<file path="config.mk">
export PLATFORM = sky130hd
export DESIGN_NAME = irq_status_unit
export DESIGN_NICKNAME = d
export VERILOG_FILES = /design/src/rtl/irq_stat_pkg.sv /design/src/rtl/irq_clr_decode.sv /design/src/rtl/irq_sticky_bank.sv /design/src/rtl/irq_level_src.sv /design/src/rtl/irq_status_unit.sv
export SDC_FILE = /design/constraint.sdc
export NUM_CORES = 1
export LEC_CHECK = 0
export BUFFER_PORTS_ARGS = -buffer_cell sky130_fd_sc_hd__buf_2
export CORE_UTILIZATION = 30
export CTS_CLUSTER_DIAMETER = 150
export DETAILED_ROUTE_END_ITERATION = 7
export PLACE_DENSITY = 0.51
export SYNTH_ARGS = -nofsm -noshare
export SYNTH_HDL_FRONTEND = slang
export SYNTH_SLANG_ARGS = --single-unit
</file>
<file path="constraint.sdc">
create_clock -name clk -period 2.1 [get_ports clk]
set_clock_uncertainty 0.05 [all_clocks]
set_input_delay 0.21 -clock clk [delete_from_list [all_inputs] [get_ports clk]]
set_output_delay 0.21 -clock clk [all_outputs]
set_load 0.02 [all_outputs]
</file>
<file path="src/rtl/irq_stat_pkg.sv">
package irq_stat_pkg;

    localparam int NSRC = 12;

    localparam int B_RXU = 0;
    localparam int B_RXO = 1;
    localparam int B_RXF = 2;
    localparam int B_TXO = 3;
    localparam int B_TXE = 4;
    localparam int B_RDR = 5;
    localparam int B_TXA = 6;
    localparam int B_RXD = 7;
    localparam int B_ACT = 8;
    localparam int B_STP = 9;
    localparam int B_STA = 10;
    localparam int B_GCL = 11;

    // bits held in flops; bits 2 and 4 follow FIFO levels
    localparam logic [NSRC-1:0] STICKY_MASK = 12'hFEB;

    localparam logic [7:0] A_MASKED = 8'h2C;
    localparam logic [7:0] A_MASK   = 8'h30;
    localparam logic [7:0] A_RAW    = 8'h34;
    localparam logic [7:0] A_RXTHR  = 8'h38;
    localparam logic [7:0] A_TXTHR  = 8'h3C;
    localparam logic [7:0] A_CLRALL = 8'h40;

    // per-cause clear-on-read address; 8'hFF marks a level bit
    function automatic logic [7:0] clr_addr(input int b);
        case (b)
            B_RXU:   clr_addr = 8'h44;
            B_RXO:   clr_addr = 8'h48;
            B_TXO:   clr_addr = 8'h4C;
            B_RDR:   clr_addr = 8'h50;
            B_TXA:   clr_addr = 8'h54;
            B_RXD:   clr_addr = 8'h58;
            B_ACT:   clr_addr = 8'h5C;
            B_STP:   clr_addr = 8'h60;
            B_STA:   clr_addr = 8'h64;
            B_GCL:   clr_addr = 8'h68;
            default: clr_addr = 8'hFF;
        endcase
    endfunction

endpackage

</file>
<file path="src/rtl/irq_clr_decode.sv">
module irq_clr_decode
    import irq_stat_pkg::*;
#(
    parameter int ADDR_W = 8
) (
    input  logic              rd,
    input  logic [ADDR_W-1:0] addr,
    output logic [NSRC-1:0]   clr_one,
    output logic              clr_all
);

    for (genvar g = 0; g < NSRC; g++) begin : g_dec
        if (STICKY_MASK[g]) begin : g_hit
            assign clr_one[g] = rd && (addr == ADDR_W'(clr_addr(g)));
        end else begin : g_none
            assign clr_one[g] = 1'b0;
        end
    end

    assign clr_all = rd && (addr == ADDR_W'(A_CLRALL));

endmodule

</file>
<file path="src/rtl/irq_sticky_bank.sv">
module irq_sticky_bank #(
    parameter int            N    = 12,
    parameter logic [N-1:0]  KEEP = '1
) (
    input  logic         clk,
    input  logic         rst_n,
    input  logic [N-1:0] set,
    input  logic [N-1:0] clr,
    output logic [N-1:0] q
);

    for (genvar g = 0; g < N; g++) begin : g_bit
        if (KEEP[g]) begin : g_flop
            logic bit_d, bit_q;
            // set takes priority over a same-cycle clear
            always_comb bit_d = set[g] | (bit_q & ~clr[g]);
            always_ff @(posedge clk or negedge rst_n) begin
                if (!rst_n) bit_q <= 1'b0;
                else        bit_q <= bit_d;
            end
            assign q[g] = bit_q;
        end else begin : g_tie
            assign q[g] = 1'b0;
        end
    end

endmodule

</file>
<file path="src/rtl/irq_level_src.sv">
module irq_level_src #(
    parameter int LVL_W = 4
) (
    input  logic [LVL_W-1:0] tx_level,
    input  logic [LVL_W-1:0] tx_thr,
    input  logic [LVL_W-1:0] rx_level,
    input  logic [LVL_W-1:0] rx_thr,
    output logic             tx_low,
    output logic             rx_high
);

    assign tx_low  = (tx_level <= tx_thr);
    assign rx_high = (rx_level >  rx_thr);

endmodule

</file>
<file path="src/rtl/irq_status_unit.sv">
module irq_status_unit
    import irq_stat_pkg::*;
#(
    parameter int ADDR_W = 8,
    parameter int DATA_W = 16,
    parameter int LVL_W  = 4
) (
    input  logic              clk,
    input  logic              rst_n,
    input  logic              reg_rd,
    input  logic              reg_wr,
    input  logic [ADDR_W-1:0] reg_addr,
    input  logic [DATA_W-1:0] reg_wdata,
    output logic [DATA_W-1:0] reg_rdata,
    input  logic [NSRC-1:0]   evt_pulse,
    input  logic [LVL_W-1:0]  tx_level,
    input  logic [LVL_W-1:0]  rx_level,
    output logic              irq_o
);

    typedef struct packed {
        logic [NSRC-1:0]  mask;
        logic [LVL_W-1:0] tx_thr;
        logic [LVL_W-1:0] rx_thr;
    } cfg_t;

    cfg_t            cfg_d, cfg_q;
    logic [NSRC-1:0] clr_one;
    logic            clr_all;
    logic [NSRC-1:0] clr_vec;
    logic [NSRC-1:0] sticky_q;
    logic            tx_low, rx_high;
    logic [NSRC-1:0] level_vec;
    logic [NSRC-1:0] raw_st;
    logic [NSRC-1:0] masked_st;
    logic [NSRC-1:0] mask_q;

    // configuration registers, next-state side
    always_comb begin
        cfg_d = cfg_q;
        if (reg_wr) begin
            if (reg_addr == ADDR_W'(A_MASK))  cfg_d.mask   = reg_wdata[NSRC-1:0];
            if (reg_addr == ADDR_W'(A_TXTHR)) cfg_d.tx_thr = reg_wdata[LVL_W-1:0];
            if (reg_addr == ADDR_W'(A_RXTHR)) cfg_d.rx_thr = reg_wdata[LVL_W-1:0];
        end
    end

    always_ff @(posedge clk or negedge rst_n) begin
        if (!rst_n) cfg_q <= '0;
        else        cfg_q <= cfg_d;
    end

    assign mask_q = cfg_q.mask;

    irq_clr_decode #(.ADDR_W(ADDR_W)) u_dec (
        .rd      (reg_rd),
        .addr    (reg_addr),
        .clr_one (clr_one),
        .clr_all (clr_all)
    );

    assign clr_vec = clr_one | {NSRC{clr_all}};

    irq_sticky_bank #(.N(NSRC), .KEEP(STICKY_MASK)) u_bank (
        .clk   (clk),
        .rst_n (rst_n),
        .set   (evt_pulse & STICKY_MASK),
        .clr   (clr_vec),
        .q     (sticky_q)
    );

    irq_level_src #(.LVL_W(LVL_W)) u_lvl (
        .tx_level (tx_level),
        .tx_thr   (cfg_q.tx_thr),
        .rx_level (rx_level),
        .rx_thr   (cfg_q.rx_thr),
        .tx_low   (tx_low),
        .rx_high  (rx_high)
    );

    always_comb begin
        level_vec        = '0;
        level_vec[B_TXE] = tx_low;
        level_vec[B_RXF] = rx_high;
    end

    assign raw_st    = sticky_q | level_vec;
    assign masked_st = raw_st & cfg_q.mask;
    assign irq_o     = |masked_st;

    // read data path
    always_comb begin
        reg_rdata = '0;
        if (reg_rd) begin
            if (reg_addr == ADDR_W'(A_MASKED)) reg_rdata = DATA_W'(masked_st);
            if (reg_addr == ADDR_W'(A_MASK))   reg_rdata = DATA_W'(cfg_q.mask);
            if (reg_addr == ADDR_W'(A_RAW))    reg_rdata = DATA_W'(raw_st);
            if (reg_addr == ADDR_W'(A_TXTHR))  reg_rdata = DATA_W'(cfg_q.tx_thr);
            if (reg_addr == ADDR_W'(A_RXTHR))  reg_rdata = DATA_W'(cfg_q.rx_thr);
            if (reg_addr == ADDR_W'(A_CLRALL)) reg_rdata = DATA_W'(|sticky_q);
            for (int b = 0; b < NSRC; b++) begin
                if (STICKY_MASK[b] && reg_addr == ADDR_W'(clr_addr(b)))
                    reg_rdata = DATA_W'(sticky_q[b]);
            end
        end
    end

endmodule

</file>
Yosys cells after proc, flatten, opt, wreduce, memory -nomap -nowiden --
Index checks and enable logic that the tools add are counted.
Storage, ports and cells: flip-flop bits (word level) 30, bits in latches 0, RAM bits 0, memory bits (read-only) 0, input bits 48, output and inout port bits 17, word-level logic and storage cells 117, memories 0
Operators by class: add/subtract/negate cells 0, multiply operators 0, div/mod/pow operators 0, magnitude comparators 2, eq/ne operators 26, shift operators 0, mux-type cells 27, bitwise logic cells 33, reduce and logical (&&, ||, !) cells 16
Operators by type and width (number):
- $mux W16 | 14
- $eq A8 B7 Y1 const B | 11
- $eq A8 B8 Y1 | 10
- $mux W8 | 10
- $eq A8 B6 Y1 const B | 5
- $mux W12 | 3
- $and A12 B12 Y12 | 1
- $or A12 B12 Y12 | 1
- $or A12 B5 Y12 | 1
- $reduce_or A12 Y1 | 1
- $logic_and A1 B1 Y1 | 11
- $and A1 B1 Y1 | 10
- $not A1 Y1 | 10
- $or A1 B1 Y1 | 10
- $reduce_or A10 Y1 | 1
- $reduce_and A2 Y1 | 3
- $gt A4 B4 Y1 | 1
- $le A4 B4 Y1 | 1

Logic depth before layout (Yosys ltp) --
depth in word-level cells 20, gate-level depth with buffers 8, gate-level depth less buffers 8

By module --
Synthesis repeated with hierarchy kept, for this count alone.
Unflattened totals: cell total of the unflattened synthesis 285, area, all modules 2508.7 um2
By module, submodules not included:
- irq_status_unit | instances 1, cells each 192, area each 1667.8 um2, seq. area each 500.5 um2
- irq_sticky_bank | instances 1, cells each 43, area each 456.7 um2, seq. area each 250.2 um2
- irq_level_src | instances 1, cells each 27, area each 196.4 um2, seq. area each 0.0 um2
- irq_clr_decode | instances 1, cells each 23, area each 187.7 um2, seq. area each 0.0 um2

Worst setup path after synthesis --
No wires, ideal clock.
path kind flip-flop to output port, from reg cfg_q[5] (netlist name), to out reg_rdata[4], arrival 1.809 ns, data required time 1.840 ns, setup slack 0.031 ns, stages on the path, launching flop included 9, buffers on the path 0, cells stage by stage dfrtp_1 -> inv_1 -> ha_1 -> nor2b_1 -> o21a_1 -> o21a_1 -> o21ai_0 -> nand3_1 -> a31oi_1
On the way: cells in the longest elaborated chain, start to end 20
RTL lines:
- start: declaration | line irq_status_unit.sv:27 | cfg_t cfg_d, cfg_q;
- start signal: assignment | line irq_status_unit.sv:50 | else cfg_q <= cfg_d;
- $le A4 B4 Y1 (*) | line irq_level_src.sv:12 | assign tx_low = (tx_level <= tx_thr);
- $or A12 B5 Y12 (*) | line irq_status_unit.sv:87 | assign raw_st = sticky_q | level_vec;
- $and A12 B12 Y12 | line irq_status_unit.sv:88 | assign masked_st = raw_st & cfg_q.mask;
- $mux W12 | line irq_status_unit.sv:95 | if (reg_addr == ADDR_W'(A_MASKED)) reg_rdata = DATA_W'(masked_st);
- $mux W12 | line irq_status_unit.sv:96 | if (reg_addr == ADDR_W'(A_MASK)) reg_rdata = DATA_W'(cfg_q.mask);
- $mux W12 (*) | line irq_status_unit.sv:97 | if (reg_addr == ADDR_W'(A_RAW)) reg_rdata = DATA_W'(raw_st);
- $mux W16 (*) | line irq_status_unit.sv:98 | if (reg_addr == ADDR_W'(A_TXTHR)) reg_rdata = DATA_W'(cfg_q.tx_thr);
- $mux W16 (*) | line irq_status_unit.sv:99 | if (reg_addr == ADDR_W'(A_RXTHR)) reg_rdata = DATA_W'(cfg_q.rx_thr);
- $mux W16 (*) | line irq_status_unit.sv:100 | if (reg_addr == ADDR_W'(A_CLRALL)) reg_rdata = DATA_W'(|sticky_q);
- $mux W16 (*) (10 in series) | line irq_status_unit.sv:102 | if (STICKY_MASK[b] && reg_addr == ADDR_W'(clr_addr(b)))
- $mux W16 (*) | line irq_status_unit.sv:94 | if (reg_rd) begin
- end: declaration | line irq_status_unit.sv:14 | output logic [DATA_W-1:0] reg_rdata,
Mark *: on every way between the ends. The rest lies on a longest branch, timed or not.

Worst setup path after layout --
Same ends and word-level chain as after synthesis.

==> results.yml <==
run_status:
  outcome: "finished, violations left"
  violations: "negative setup slack"
floorplan:
  fp.dieW_um: 89.1
  start_util_pct: 31.2
  die_y_um: 89.1
  ios: 65
  dieArea_mm2: 0.00793
  core_area_mm2: 0.00729
  rows: 31
power_and_ir_drop:
  max-vdd-ir-drop_uv: 274
  power.density_mw_per_mm2: 516
  p_leak_nw: 1.35
clock_tree:
  cts-root-buf: "clkbuf_8"
  cts.clk_slew.worst_paths_ns: 0.07
  cts.sinks: 30
  clock_latency_ns: 0.28
  cts_tree: "built"
  cts_max_level: 2
  cts_made_buffers: 5
  cts_max_path_buffers: 2
layout:
  final_cell_mix: "buf_2 (51), dfrtp_1 (30), nand2_1 (18), buf_4 (18)"
  final_common_cell: "buf_2"
  antenna_cells: 0
  area_growth_syn_to_layout_pct: 28.0
  final_core_utilization_pct: 39.9
  nets: 364
  drive_gt1_share_pct: 40.6
synth:
  ys_ff_latch: 30
  yosysWarnings: 0
  yosysSeqAreaShare_pct: 33.0
  synth_cell_types: 52
  async_flop_share_pct: 100
  syn_area_mm2: 0.00227
  synthCells: 239
  synth_ff_type: "dfrtp_1"
  synth_edf_count: 0
  syn_area_per_cell_um2: 9.51
worst_setup_path:
  crit_required_ns: 1.84
  startpoint_type: "flip-flop"
  critPathCaptureType: "primary output"
  r2r_slack_ns: 1.06
  critPathMaxFanout: 3
  crit_arrival_ns: 2.09
  path_class: "reg -> out"
route:
  dr_total_vias: 2050
  dr.pass1.iters: 4
  first_iter_violations: 157
  routed_via_density: 5.04
  drc: 0
  post_drt_wl_per_cell_um: 15.1
  routed_wl_um: 6140
  ant_nets: 0
global_routing:
  antenna_found_initial: 0
  grtUsageTotal_pct: 16.4
  grt_pass1_wl_um: 9810
  grt_pass1_vias: 1927
  grt_max_degree: 31
  overflow: 0
job:
  max_cap_viol_count: 0
sta:
  tns_ns: -0.462
  maxClockFrequency_mhz: 426
  layout_setup_ws_ns: -0.247
  hold_viol: 0
  finalCriticalPeriod_ns: 2.35
  max_slew_margin_pct: 53.9
  period_share_pct: 112
  final_max_slew_viol_count: 0
  rsz0062_at_grt: "yes"
  worst_pin_slew_ns: 0.691
  setup_viol: 3
placed_design:
  finalWeightedCongestion: 0.869
  dp_hpwl_um: 4770
  portBuffers: 54
  place_ws_ns: -0.0164
hold_path:
  hp-class: "in -> reg"
synthesized netlist by cell type, drive strengths merged, types with 2 or more instances:
library cell	instances	area, um^2
nand2	19	78.8
a221oi	2	17.5
nand3	9	70.1
a22oi	12	90.1
o211ai	2	15.0
mux2i	2	20.0
inv	13	48.8
buf	13	96.3
a21o	17	128
or3b	2	20.0
o21ai	9	45.0
nor3	8	50.1
o311a	2	20.0
nor2b	4	25.0
mux2	21	251
nor4	2	12.5
nor2	20	92.6
and3	2	12.5
a31oi	3	18.8
o21a	4	30.0
o22ai	4	25.0
ha	8	100
a21oi	11	55.1
a32oi	2	17.5
dfrtp	30	751
nand4	3	18.8
critical path: stages (launching register included):
cell	delay, ns
dfrtp_1	0.38
inv_2	0.08
ha_4	0.19
nor2b_4	0.12
o21a_1	0.16
o21a_1	0.18
o21ai_2	0.12
buf_6	0.12
nand3_2	0.06
a31oi_1	0.20
buf_2	0.20
kinds of logic (layout without fill, tap and decap cells):
family | Yosys count | count (layout) | synth area share, %
DFF | 30 | 30 | 33.0
buffers and inverters | 27 | 93 | 6.55
adders and majority gates | 8 | 8 | 4.40
muxes | 23 | 23 | 11.9
AOI/OAI and AO/OA | 74 | 74 | 23.0
other | 1 | 4 | 0.165
and+or+nand+nor | 75 | 75 | 20.5
xor gates and xnor gates | 1 | 1 | 0.385
state kept, by name, indices dropped and copies added (netlist names):
| name | cells |
|---|---|
| mask_q | 12 |
| u_bank.g_bit.g_flop.bit_q | 10 |
| cfg_q | 8 |
cell type report:
cell class	count	area, um^2
Fill cell	771	4380
Multi-Input combinational cell	185	1430
Sequential cell	30	751
Timing Repair Buffer	73	443
Tap cell	99	124
Clock buffer	6	82.6
Inverter	13	48.8
Clock inverter	1	30.0
per-layer routing:
metal | routed length, um | vias up | global-route usage [%] | share of wire, %
met5 | 0 | - | 0 | 0
met4 | 66 | 0 | 4.91 | 1.1
met3 | 392 | 7 | 3.32 | 6.4
met2 | 2810 | 74 | 25.8 | 46
met1 | 2870 | 959 | 22.8 | 47
li1 | - | 1010 | - | -
what timing repair did:
action	4_1_cts	5_1_grt
buffers inserted	1	0
endpoints found under the hold margin	30	0
pin swaps	5	5
hold buffers	1	0
setup endpoints to repair	3	3
gates resized for setup	9	8
final timing paths:
path	to	cells past startpoint	start
setup / recovery	reg_rdata[4]	10	cfg_q[5]
hold / removal	u_bank.g_bit[10].g_flop.bit_q	2	evt_pulse[10]
setup reg to reg	cfg_q[1]	3	cfg_q[1]
hold reg to reg	cfg_q[7]	1	cfg_q[7]
max in group asynchronous	cfg_q[5]	2	rst_n
min in group asynchronous	u_bank.g_bit[0].g_flop.bit_q	2	rst_n
stage by stage:
step / total power, mW / cell area, um^2 / hold WS (ns) / cells
2_1_floorplan: 0.777 / 2280 / -0.136 / 242
3_3_place_gp: 0.887 / 2720 / 0.254 / 398
3_5_place_dp: 0.890 / 2720 / 0.257 / 398
4_1_cts: 1.51 / 2870 / 0.0448 / 407
5_1_grt: 1.58 / 2910 / 0.0491 / 407
6_report: 1.50 / 2910 / 0.0532 / 407
power by group:
group / total (mW) / switching, mW / internal (mW)
clock: 0.603 / 0.224 / 0.379
sequential: 0.615 / 0.0184 / 0.597
combinational: 0.281 / 0.150 / 0.132
Power figures use the tool's default switching activity.
